**src/rtl/issue_loss_pkg.sv**
```systemverilog
package issue_loss_pkg;
  typedef enum logic [2:0] {
    CAUSE_NONE  = 3'd0,
    CAUSE_NOINS = 3'd1,
    CAUSE_QUEUE = 3'd2,
    CAUSE_DEPS  = 3'd3,
    CAUSE_BW    = 3'd4
  } cause_e;
endpackage

```
**src/rtl/issue_loss_summary.sv**
```systemverilog
module issue_loss_summary
  import issue_loss_pkg::*;
#(
  parameter int CNT_W = 4,
  parameter int SEQ_W = 8
) (
  input  logic             evt_i,
  input  logic [CNT_W-1:0] ready_cnt_i,
  input  logic [CNT_W-1:0] iq_cnt_i,
  input  logic [CNT_W-1:0] lsq_cnt_i,
  input  logic             iq_vld_i,
  input  logic [SEQ_W-1:0] iq_seq_i,
  input  logic             iq_ops_i,
  input  logic             iq_blame_i,
  input  logic             lsq_vld_i,
  input  logic [SEQ_W-1:0] lsq_seq_i,
  input  logic             lsq_ops_i,
  input  logic             lsq_blame_i,
  output logic             hit_o,
  output cause_e           cause_o
);
  logic take_lsq, sel_ops, sel_blame;

  // LSQ wins only when strictly older, or when the IQ has nothing
  assign take_lsq  = !iq_vld_i || (lsq_vld_i && (lsq_seq_i < iq_seq_i));
  assign sel_ops   = take_lsq ? lsq_ops_i   : iq_ops_i;
  assign sel_blame = take_lsq ? lsq_blame_i : iq_blame_i;

  assign hit_o = evt_i && (ready_cnt_i == '0);

  always_comb begin
    if ((iq_cnt_i == '0) && (lsq_cnt_i == '0)) cause_o = CAUSE_NOINS;
    else if (sel_ops)                          cause_o = CAUSE_QUEUE;
    else if (sel_blame)                        cause_o = CAUSE_DEPS;
    else                                       cause_o = CAUSE_QUEUE;
  end
endmodule

```
**src/rtl/issue_loss_queue.sv**
```systemverilog
module issue_loss_queue
  import issue_loss_pkg::*;
(
  input  logic   evt_i,
  input  logic   rdy_ne_i,
  input  logic   bw_avail_i,
  input  logic   win_ne_i,
  input  logic   blame_i,
  output logic   prop_vld_o,
  output cause_e prop_o
);
  always_comb begin
    prop_vld_o = 1'b0;
    prop_o     = CAUSE_NONE;
    if (evt_i) begin
      if (rdy_ne_i) begin
        if (!bw_avail_i) begin
          prop_vld_o = 1'b1;
          prop_o     = CAUSE_BW;
        end
      end else if (!bw_avail_i || !win_ne_i) begin
        prop_vld_o = 1'b1;
        prop_o     = CAUSE_NOINS;
      end else begin
        prop_vld_o = 1'b1;
        prop_o     = blame_i ? CAUSE_DEPS : CAUSE_QUEUE;
      end
    end
  end
endmodule

```
**src/rtl/issue_loss_cause.sv**
```systemverilog
module issue_loss_cause
  import issue_loss_pkg::*;
#(
  parameter int NUM_Q = 2,
  parameter int CNT_W = 4,
  parameter int SEQ_W = 8
) (
  input  logic             clk_i,
  input  logic             rst_ni,
  input  logic             cycle_start_i,
  input  logic             cycle_end_i,
  input  logic             sum_evt_i,
  input  logic [CNT_W-1:0] ready_cnt_i,
  input  logic [CNT_W-1:0] iq_cnt_i,
  input  logic [CNT_W-1:0] lsq_cnt_i,
  input  logic             iq_old_vld_i,
  input  logic [SEQ_W-1:0] iq_old_seq_i,
  input  logic             iq_old_ops_i,
  input  logic             iq_old_blame_i,
  input  logic             lsq_old_vld_i,
  input  logic [SEQ_W-1:0] lsq_old_seq_i,
  input  logic             lsq_old_ops_i,
  input  logic             lsq_old_blame_i,
  input  logic [NUM_Q-1:0] q_evt_i,
  input  logic [NUM_Q-1:0] q_rdy_ne_i,
  input  logic [NUM_Q-1:0] q_bw_avail_i,
  input  logic [NUM_Q-1:0] q_win_ne_i,
  input  logic [NUM_Q-1:0] q_blame_i,
  input  logic             thr_bw_i,
  output logic [2:0]       cause_o,
  output logic             cause_valid_o
);
  localparam int NSTG = NUM_Q + 1;

  cause_e cur_q, nxt;
  logic   sum_hit;
  cause_e sum_cause;
  logic   prop_vld [NUM_Q];
  cause_e prop     [NUM_Q];
  cause_e stg      [NSTG];

  issue_loss_summary #(.CNT_W(CNT_W), .SEQ_W(SEQ_W)) u_sum (
    .evt_i       (sum_evt_i),
    .ready_cnt_i (ready_cnt_i),
    .iq_cnt_i    (iq_cnt_i),
    .lsq_cnt_i   (lsq_cnt_i),
    .iq_vld_i    (iq_old_vld_i),
    .iq_seq_i    (iq_old_seq_i),
    .iq_ops_i    (iq_old_ops_i),
    .iq_blame_i  (iq_old_blame_i),
    .lsq_vld_i   (lsq_old_vld_i),
    .lsq_seq_i   (lsq_old_seq_i),
    .lsq_ops_i   (lsq_old_ops_i),
    .lsq_blame_i (lsq_old_blame_i),
    .hit_o       (sum_hit),
    .cause_o     (sum_cause)
  );

  for (genvar g = 0; g < NUM_Q; g++) begin : g_q
    issue_loss_queue u_q (
      .evt_i      (q_evt_i[g]),
      .rdy_ne_i   (q_rdy_ne_i[g]),
      .bw_avail_i (q_bw_avail_i[g]),
      .win_ne_i   (q_win_ne_i[g]),
      .blame_i    (q_blame_i[g]),
      .prop_vld_o (prop_vld[g]),
      .prop_o     (prop[g])
    );
  end

  // Summary assigns directly; everything after it is first-wins
  always_comb begin
    stg[0] = cycle_start_i ? CAUSE_NONE : cur_q;
    if (sum_hit) stg[0] = sum_cause;
    for (int i = 0; i < NUM_Q; i++) begin
      stg[i+1] = (stg[i] == CAUSE_NONE && prop_vld[i]) ? prop[i] : stg[i];
    end
    nxt = (stg[NUM_Q] == CAUSE_NONE && thr_bw_i) ? CAUSE_BW : stg[NUM_Q];
  end

  always_ff @(posedge clk_i or negedge rst_ni) begin
    if (!rst_ni) begin
      cur_q         <= CAUSE_NONE;
      cause_o       <= 3'd0;
      cause_valid_o <= 1'b0;
    end else begin
      cur_q         <= nxt;
      cause_valid_o <= cycle_end_i;
      if (cycle_end_i) cause_o <= nxt;
    end
  end

  a_r1_valid_pulse: assert property (@(posedge clk_i) disable iff (!rst_ni)
    cycle_end_i |=> cause_valid_o);
  a_r1_valid_only: assert property (@(posedge clk_i) disable iff (!rst_ni)
    !cycle_end_i |=> !cause_valid_o);
  a_r1_legal_code: assert property (@(posedge clk_i) disable iff (!rst_ni)
    cause_o <= 3'd4);
  a_r10_first_wins: assert property (@(posedge clk_i) disable iff (!rst_ni)
    (cur_q != CAUSE_NONE && !cycle_start_i && !sum_hit) |=> cur_q == $past(cur_q));
  a_r2_clear: assert property (@(posedge clk_i) disable iff (!rst_ni)
    (cycle_start_i && !sum_evt_i && q_evt_i == '0 && !thr_bw_i) |=> cur_q == CAUSE_NONE);
  a_r3_empty_noins: assert property (@(posedge clk_i) disable iff (!rst_ni)
    (sum_evt_i && ready_cnt_i == '0 && iq_cnt_i == '0 && lsq_cnt_i == '0)
    |=> cur_q == CAUSE_NOINS);
endmodule

```
**config.mk**
```make
export PLATFORM = sky130hd
export DESIGN_NAME = issue_loss_cause
export DESIGN_NICKNAME = d
export VERILOG_FILES = /design/src/rtl/issue_loss_pkg.sv /design/src/rtl/issue_loss_summary.sv /design/src/rtl/issue_loss_queue.sv /design/src/rtl/issue_loss_cause.sv
export SDC_FILE = /design/constraint.sdc
export NUM_CORES = 1
export LEC_CHECK = 0
export CORE_MARGIN = 1.5
export CORE_UTILIZATION = 30
export CTS_CLUSTER_DIAMETER = 150
export DETAILED_ROUTE_END_ITERATION = 6
export GPL_ROUTABILITY_DRIVEN = 0
export PLACE_DENSITY = 0.76
export SETUP_SLACK_MARGIN = 0.5
export SLEW_MARGIN = 20
export SYNTH_ARGS = -nofsm -noshare
export SYNTH_HDL_FRONTEND = slang
export SYNTH_SLANG_ARGS = --single-unit
```
**constraint.sdc**
```tcl
create_clock -name clk_i -period 1.51 [get_ports clk_i]
set_input_delay 0.151 -clock clk_i [delete_from_list [all_inputs] [get_ports clk_i]]
set_output_delay 0.151 -clock clk_i [all_outputs]
set_load 0.01 [all_outputs]
```
==> impl_metrics.csv, run 1 <==
group,metric,value,unit
run_status,status,"finished, final reports clean",
layout,nets,216,
route,routedWlPerCell,15.4,um
clocking,cts_tree,"yes",
critical_path,path_cells,"a22o_1 -> o21ai_2 -> o211ai_1 -> a31o_1 -> a41oi_2",
yosys,syn_area,718,um^2
global_routing,grt_pass1_vias,1052,
clocking,cts.sinks,7,
yosys,syn_inst,85,
min_path,hold_path.class,"in -> async",
yosys,yosysTopAreaCell,"dfrtp_1",
route,totalWireLength,2860,um
global_routing,grt_pass1_wl,4710,um
route,drtIter0Drc,18,
clocking,h-tree-depth,1,
floorplanning,die_area,2700,um^2
yosys,synth_warnings,0,
power_and_ir_drop,p_per_area,538,nW/um^2
power_and_ir_drop,max-vdd-ir-drop,0.459,mV
place,pre_cts_ws,-702,ps
clocking,cts_made_buffers,3,
layout,area_growth,121,%
clocking,path_clk_slew,50,ps
critical_path,crit_type,"reg -> reg",
floorplanning,initial_core_util,0.322,
critical_path,cpLargestDelayFamily,"compound AO/OA/AOI/OAI gates",
sta,finalHoldViolCount,0,
layout,regArea,175,um^2
layout,drive_above_1_share,0.462,
yosys,syn_area_per_cell,8.45,um^2
power_and_ir_drop,sw_frac_of_total,0.340,
yosys,synth.top_cell.area_share,0.244,
place,dpl.hpwl,2210,um
clocking,ctsHoldBuffers,0,
power_and_ir_drop,seq_power_share,0.276,
layout,n_fill_cell,174,
place,port_buffers,53,
global_routing,overflow,0,
critical_path,timing.rr.start,"cur_q[1]",
sta,clock-skew-final,5.98,ps
yosys,syn_nets,142,
route,vias_per_cell,5.19,
place,place_inst,173,
critical_path,critPathCaptureType,"flop",
yosys,synth_edf_count,0,
sta,drv_slew,0,
power_and_ir_drop,p_leak,0.699,nW
layout,layout.cells.non_filler,186,
yosys,synthFlopType,"dfrtp_1",
layout,multi_input_area,711,um^2
critical_path,cp_data_arrival_time,1630,ps
critical_path,crit_path_max_incr_delay,390,ps
route,ant_nets,0,
critical_path,reg2reg_depth,5,
power_and_ir_drop,internal_power,564,uW
route,drcViolationCount,0,
power_and_ir_drop,power,854,uW
global_routing,antenna_found_initial,0,
global_routing,grt_usage,0.235,
sta,worst_slew_pin_slew,380,ps
sta,period_minus_slack,1470,ps
critical_path,startpoint_type,"flop",
route,drt_first_pass_iters,4,
clocking,clk_latency,250,ps
clocking,cts_buffer_depth,2,
critical_path,timing.rr.end,"cause_o[2]",
sta,worst_slack,43.1,ps
critical_path,critPathMaxFanout,3,
floorplanning,dieWidth,51.9,um
sta,clock.fmax,0.682,GHz
yosys,synthArstFlopShare,1.00,
sta,holdWs,148,ps
global_routing,grt_max_degree,9,
power_and_ir_drop,p_clk_frac,0.199,
critical_path,r2r_slack,40,ps
run,cap_violations,0,
sta,setup_viol,0,
floorplanning,coreArea,2230,um^2
sta,fin_setup_tns,0,ps
clocking,ctsRootBufferMaster,"clkbuf_4",
power_and_ir_drop,pwr-share-comb,0.526,
yosys,synth_area_leaders,"dfrtp_1, ha_1, inv_1, a2111oi_4, o21ai_0",
sta,rsz0062_at_grt,"yes",
floorplanning,placementRows,17,
route,vias,966,
floorplanning,die_y,51.9,um
sta,fin_crit_sh,0.971,
critical_path,crit_required,1680,ps
yosys,ys_ff_latch,7,
yosys,synth_cell_types,37,
critical_path,critPathBufInv,0,
layout,diodes,0,
sta,max_slew_margin,0.746,
floorplanning,io_pins,54,
yosys,synth-seq-area-share,0.244,
power_and_ir_drop,switchingPower,290,uW
critical_path,cp_slowest_cell,"dfrtp_1",
-- cells in the final DEF (no fill, tap or decap), types with 2 or more instances in the layout --
master	instances
ha_4	6
buf_4	16
nor2_2	2
inv_2	4
buf_6	2
o21ai_1	4
clkdlybuf4s50_1	15
a21oi_2	3
clkdlybuf4s15_1	7
clkbuf_4	3
inv_1	7
nand3b_1	3
dlygate4sd2_1	11
nor4_4	3
nor2_1	4
o2111a_1	2
nand2_1	5
clkdlybuf4s15_2	2
nor2b_1	2
dfrtp_1	7
buf_2	15
-- kinds of logic (layout without fill, tap and decap cells) --
group / Yosys count / in the layout / synth area share
AND/OR/NAND/NOR: 30 / 30 / 0.240
AO/OA/AOI/OAI: 27 / 27 / 0.319
buffers and inverters: 14 / 87 / 0.0749
adder cells (fa/ha/maj): 7 / 7 / 0.122
flip-flops: 7 / 7 / 0.244
-- worst max-delay path by stage --
stage	from	depth (start not counted)	slack, ps	to
after CTS	cur_q[1]	5	40	cause_o[2]
after global placement	iq_old_seq_i[1]	8	-620	cur_q[2]
final	cur_q[1]	5	40	cause_o[2]
after detailed placement	iq_old_seq_i[1]	8	-700	cause_o[0]
after floorplan	iq_old_seq_i[1]	7	100	cur_q[2]
after global routing	iq_old_seq_i[1]	8	-6	cur_q[2]
-- power groups by stage --
stage	Clock (mW)	Combinational, mW	Sequential (mW)
floorplan	0	0.163	0.243
global placement	0	0.384	0.239
detailed placement	0	0.403	0.240
CTS	0.170	0.435	0.235
global route	0.173	0.480	0.239
finish	0.170	0.449	0.236
-- worst register-to-register path, stage by stage (launching register included) --
cell	delay [ps]
dfrtp_1	390
a22o_1	270
o21ai_2	170
o211ai_1	140
a31o_1	240
a41oi_2	170
-- cell type report --
type,count,area share
repair buffers,70,0.363
inverters,13,0.0402
multi-input cells,64,0.448
flip-flops and latches,7,0.110
clock buffers,4,0.0165
well taps,28,0.0221
-- routing by layer --
| layer | global-route usage | part of all wire | up-vias |
|---|---|---|---|
| met1 | 0.263 | 0.38 | 457 |
| met4 | 0.0439 | 0.020 | 0 |
| met3 | 0.0201 | 0.048 | 7 |
| met5 | 0 | 0 | - |
| met2 | 0.470 | 0.55 | 41 |
| li1 | - | - | 461 |
-- state kept, by name, summed over array words and instances (netlist names) --
| signal | count |
|---|---|
| cause_o | 3 |
| cause_valid_o | 1 |
| cur_q | 3 |
-- per-stage QoR --
| step | util | cell area (um^2) |
|---|---|---|
| global route | 0.711 | 1590 |
| floorplan | - | 830 |
| CTS | 0.700 | 1560 |
| detailed placement | 0.646 | 1440 |
| finish | 0.711 | 1590 |
| global placement | 0.646 | 1440 |
-- Yosys cell counts, types with 2 or more instances --
| library cell | n |
|---|---|
| nor2b_1 | 3 |
| o2111a_1 | 2 |
| o21ai_0 | 5 |
| dfrtp_1 | 7 |
| a41oi_1 | 2 |
| nor4_1 | 3 |
| a21oi_1 | 3 |
| nor2_1 | 6 |
| inv_1 | 13 |
| nand2_1 | 6 |
| nand3b_1 | 3 |
| ha_1 | 7 |
-- timing repair --
| action | 4_1_cts | 5_1_grt |
|---|---|---|
| gates resized for setup | 118 | 9 |
| buffers inserted | 8 | 1 |
| endpoints found under the setup margin | 10 | 8 |
| pin swaps | 32 | 13 |
Note: power is estimated with default switching activity, not from simulation.
==> run 2: changes to the inputs <==
--- a/config.mk
+++ b/config.mk
@@ -6,11 +6,12 @@
 export NUM_CORES = 1
 export LEC_CHECK = 0
 export CORE_MARGIN = 1.5
-export CORE_UTILIZATION = 30
+export CORE_UTILIZATION = 53
 export CTS_CLUSTER_DIAMETER = 150
 export DETAILED_ROUTE_END_ITERATION = 6
+export DONT_BUFFER_PORTS = 1
 export GPL_ROUTABILITY_DRIVEN = 0
-export PLACE_DENSITY = 0.76
+export PLACE_DENSITY = 0.72
 export SETUP_SLACK_MARGIN = 0.5
 export SLEW_MARGIN = 20
 export SYNTH_ARGS = -nofsm -noshare
==> impl_metrics.csv, run 2 (synthesis results as in run 1) <==
group,metric,value,unit
run_status,status,"finished, final reports clean",
place,dpl.hpwl,1320,um
sta,finalHoldViolCount,0,
layout,n_fill_cell,108,
sta,clock-skew-final,9.49,ps
min_path,hold_path.class,"in -> reg",
route,routedWlPerCell,14.2,um
critical_path,timing.rr.end,"cause_o[0]",
sta,period_minus_slack,1430,ps
place,pre_cts_ws,17.5,ps
sta,setup_viol,0,
sta,holdWs,19.2,ps
global_routing,grt_usage,0.217,
clocking,clk_latency,250,ps
layout,nets,150,
critical_path,startpoint_type,"flop",
critical_path,cp_data_arrival_time,1560,ps
floorplanning,dieWidth,39.8,um
sta,clock.fmax,0.699,GHz
clocking,path_clk_slew,50,ps
layout,area_growth,27.2,%
route,vias_per_cell,6.09,
global_routing,grtUsageMet2,0.373,
sta,worst_slew_pin_slew,354,ps
global_routing,grt_pass1_wl,2340,um
sta,max_slew_margin,0.764,
sta,drv_slew,0,
route,drt_first_pass_iters,2,
layout,final_cell_mix,"inv_1, dfrtp_1, nor2_1, nand2_1",
clocking,cts_buffer_depth,2,
power_and_ir_drop,p_per_area,674,nW/um^2
layout,drive_above_1_share,0.304,
floorplanning,die_area,1580,um^2
floorplanning,die_y,39.8,um
min_path,holdPathStages,1,
global_routing,antenna_found_initial,0,
global_routing,use_met3,0.102,
sta,worst_slack,79.1,ps
route,drtIter0Drc,19,
critical_path,timing.rr.start,"cur_q[0]",
critical_path,crit_type,"reg -> reg",
run,cap_violations,0,
sta,fin_setup_tns,0,ps
clocking,cts_made_buffers,3,
critical_path,crit_end,"cause_o[0]",
critical_path,crit_required,1640,ps
route,ant_nets,0,
route,totalWireLength,1520,um
clocking,h-tree-depth,1,
power_and_ir_drop,max-vdd-ir-drop,0.826,mV
global_routing,use_met1,0.258,
critical_path,critPathMaxFanout,3,
route,vias,652,
global_routing,grt_busiest_layer,"met2",
critical_path,reg2reg_depth,6,
layout,diodes,0,
layout,reg_top3,"cause_o x3, cur_q x3, cause_valid_o x1",
power_and_ir_drop,p_leak,0.379,nW
global_routing,grt_max_degree,8,
critical_path,cp-startpoint,"cur_q[0]",
layout,final_common_cell,"inv_1",
clocking,cts.sinks,7,
critical_path,r2r_slack,80,ps
global_routing,grt_pass1_vias,595,
place,port_buffers,0,
clocking,ctsRootBufferMaster,"clkbuf_4",
floorplanning,placementRows,13,
floorplanning,initial_core_util,0.559,
floorplanning,coreArea,1280,um^2
critical_path,critPathCaptureType,"flop",
global_routing,overflow,0,
sta,fin_crit_sh,0.948,
sta,rsz0062_at_grt,"yes",
clocking,cts_tree,"yes",
floorplanning,io_pins,54,
route,drcViolationCount,0,
[run 2: cell count changes in the layout (fill, tap and decap cells not counted), moves of 3 or more]
cell	previous run	this run
buf_2	15	0
clkdlybuf4s15_1	7	0
clkdlybuf4s50_1	15	0
nor4_4	3	0
dlygate4sd2_1	11	0
nor4_2	0	3
ha_1	1	4
buf_4	16	2
ha_4	6	3
[run 2: worst min-delay path by stage]
stage,start,endpoint,slack (ps)
6_report,cycle_end_i,cause_o[2],20
5_1_grt,cycle_end_i,cause_o[2],9
4_1_cts,cycle_end_i,cause_o[2],10
3_5_place_dp,rst_ni,cur_q[1],-140
3_3_place_gp,rst_ni,cur_q[1],-140
2_1_floorplan,rst_ni,cause_o[0],-140
[run 2: timing repair]
| action | 4_1_cts | 5_1_grt |
|---|---|---|
| pin swaps | 3 | 5 |
| setup endpoints to repair | 6 | 6 |
| setup buffers | 1 | 0 |
| gates resized for setup | 1 | 2 |
| hold buffers | 2 | 0 |
| endpoints found under the hold margin | 9 | 0 |
[run 2: worst max-delay path, stage by stage, from the launching register on]
cell and delay, ps:
dfrtp_1 390, nor2_1 120, o2111a_1 210, o21ai_2 70, buf_4 140, o211a_1 110
o31a_1 270
[run 2: power by group]
group          leakage (nW)  internal [mW]  switching (mW)
registers            0.0835          0.218          0.0273
clock network        0.0150          0.100          0.0643
logic                 0.281          0.108          0.0980
[run 2: routing by layer]
| layer | routed length [um] | share of wire | vias up |
|---|---|---|---|
| met4 | 0 | 0 | 0 |
| met2 | 738 | 0.48 | 33 |
| met1 | 619 | 0.41 | 289 |
| met3 | 166 | 0.11 | 0 |
| met5 | 0 | 0 | - |
| li1 | - | - | 330 |
[run 2: cell type report]
type / count / area, um^2 / area share
Inverter: 13 / 63.8 / 0.0699
Sequential cell: 7 / 175 / 0.192
Multi-Input combinational cell: 64 / 594 / 0.651
Clock buffer: 4 / 26.3 / 0.0288
Tap cell: 15 / 18.8 / 0.0205
Timing Repair Buffer: 4 / 35.0 / 0.0384
[run 2: through the flow]
stage	utilization	total power [mW]	cells	area, um^2
2_1_floorplan	-	0.407	85	830
3_3_place_gp	0.657	0.432	100	845
3_5_place_dp	0.657	0.437	100	845
4_1_cts	0.705	0.617	107	906
5_1_grt	0.711	0.656	107	913
6_report	0.711	0.616	107	913
==> run 3: changes to the inputs <==
==> constraint.sdc (replaced) <==
create_clock -name clk_i -period 1.51 [get_ports clk_i]
set_input_delay 0.2265 -clock clk_i [delete_from_list [all_inputs] [get_ports clk_i]]
set_output_delay 0.2265 -clock clk_i [all_outputs]
set_load 0.01 [all_outputs]
==> impl_metrics.csv, run 3 (synthesis results as in run 1) <==
group,metric,value,unit
sta,setup_viol,0,
critical_path,crit_type,"reg -> reg",
clocking,cts_tree,"yes",
min_path,hold_path.class,"in -> reg",
sta,period_minus_slack,1430,ps
power_and_ir_drop,max-vdd-ir-drop,0.598,mV
floorplanning,initial_core_util,0.559,
floorplanning,coreArea,1280,um^2
global_routing,overflow,0,
clocking,ctsRootBufferMaster,"clkbuf_4",
place,port_buffers,0,
critical_path,cp_slowest_cell,"dfrtp_1",
critical_path,startpoint_type,"flop",
clocking,h-tree-depth,1,
critical_path,cpLargestDelayFamily,"compound AO/OA/AOI/OAI gates",
sta,clock.fmax,0.697,GHz
floorplanning,die_area,1580,um^2
critical_path,crit_required,1680,ps
global_routing,grt_pass1_wl,2380,um
power_and_ir_drop,power,621,uW
sta,drv_slew,0,
route,totalWireLength,1600,um
sta,finalHoldViolCount,0,
power_and_ir_drop,p_leak,0.384,nW
layout,layout.cells.non_filler,108,
clocking,ctsHoldBuffers,1,
place,place_inst,103,
sta,max_slew_margin,0.791,
global_routing,grt_pass1_vias,614,
critical_path,critPathMaxFanout,3,
route,vias_per_cell,6.20,
critical_path,critPathCaptureType,"flop",
route,drtIter0Drc,5,
floorplanning,placementRows,13,
route,drcViolationCount,0,
place,dpl.hpwl,1360,um
clocking,cts_setup_buffers,0,
sta,fin_crit_sh,0.950,
sta,rsz0062_at_grt,"yes",
clocking,cts_made_buffers,3,
layout,diodes,0,
clocking,cts.sinks,7,
run_status,status,"finished, final reports clean",
route,routedWlPerCell,14.9,um
critical_path,crit_path_max_incr_delay,400,ps
route,ant_nets,0,
run,cap_violations,0,
route,vias,670,
power_and_ir_drop,p_per_area,683,nW/um^2
clocking,path_clk_slew,50,ps
critical_path,critPathBufInv,0,
layout,nets,151,
clocking,clk_latency,250,ps
layout,final_common_cell,"inv_1",
critical_path,cp_data_arrival_time,1600,ps
layout,area_growth,26.5,%
critical_path,path_cells,"a22o_1 -> o21ai_2 -> o211ai_1 -> a31o_1 -> a41oi_2",
floorplanning,die_y,39.8,um
route,drt_first_pass_iters,4,
floorplanning,dieWidth,39.8,um
layout,final_cell_mix,"inv_1, dfrtp_1, nor2_1, nand2_1",
global_routing,antenna_found_initial,0,
clocking,cts_buffer_depth,2,
global_routing,grt_usage,0.228,
layout,reg_top3,"cause_o x3, cur_q x3, cause_valid_o x1",
layout,n_fill_cell,113,
layout,drive_above_1_share,0.301,
global_routing,grt_max_degree,9,
floorplanning,io_pins,54,
sta,clock-skew-final,7.74,ps
sta,worst_slew_pin_slew,313,ps
[run 3: power by group]
group / leakage [nW] / total (mW) / switching [mW] / internal (mW)
sequential: 0.0835 / 0.245 / 0.0273 / 0.218
combinational: 0.285 / 0.207 / 0.0966 / 0.111
clock: 0.0150 / 0.168 / 0.0676 / 0.101
total: 0.384 / 0.621 / 0.191 / 0.429
[run 3: area by class of cell]
type / count / area, um^2 / share of cell area
clock buffers: 4 / 26.3 / 0.0289
flip-flops and latches: 7 / 175 / 0.193
inverters: 13 / 63.8 / 0.0702
well taps: 15 / 18.8 / 0.0207
multi-input cells: 64 / 584 / 0.643
repair buffers: 5 / 40.0 / 0.0441
[run 3: per-layer routing]
| metal | part of all wire | vias up | track usage | routed length (um) |
|---|---|---|---|---|
| li1 | - | 328 | - | - |
| met1 | 0.38 | 304 | 0.241 | 614 |
| met2 | 0.50 | 36 | 0.406 | 809 |
| met3 | 0.11 | 2 | 0.102 | 172 |
| met4 | 0.0050 | 0 | 0.0517 | 8 |
| met5 | 0 | - | 0 | 0 |
[run 3: per-stage QoR]
stage / TNS, ps / setup slack, ps / utilization / hold WS [ps] / area (um^2)
2_1_floorplan: 0 / 22.2 / - / -69.1 / 807
3_5_place_dp: -221 / -63.7 / 0.657 / -69.0 / 845
5_1_grt: 0 / 1.46 / 0.707 / -10.3 / 908
4_1_cts: 0 / 51.8 / 0.707 / -1.58 / 908
3_3_place_gp: -123 / -33.0 / 0.657 / -69.0 / 845
6_report: 0 / 76.2 / 0.707 / 5.41 / 908
[run 3: final timing paths]
check | from | endpoint | slack (ps) | depth (start not counted)
worst min register to register | cause_o[1] | cause_o[1] | 600 | 2
worst max-delay path | cur_q[1] | cause_o[2] | 80 | 5
worst max register to register | cur_q[1] | cause_o[2] | 80 | 5
max in group asynchronous | rst_ni | cause_o[1] | 970 | 1
min in group asynchronous | rst_ni | cur_q[0] | 300 | 1
worst min-delay path | cycle_end_i | cause_valid_o | 5 | 0
[run 3: what timing repair did]
item                                    CTS  global route
endpoints found under the setup margin    6             6
pin swaps                                 5             2
resized for setup                         6             0
endpoints found under the hold margin     8             1
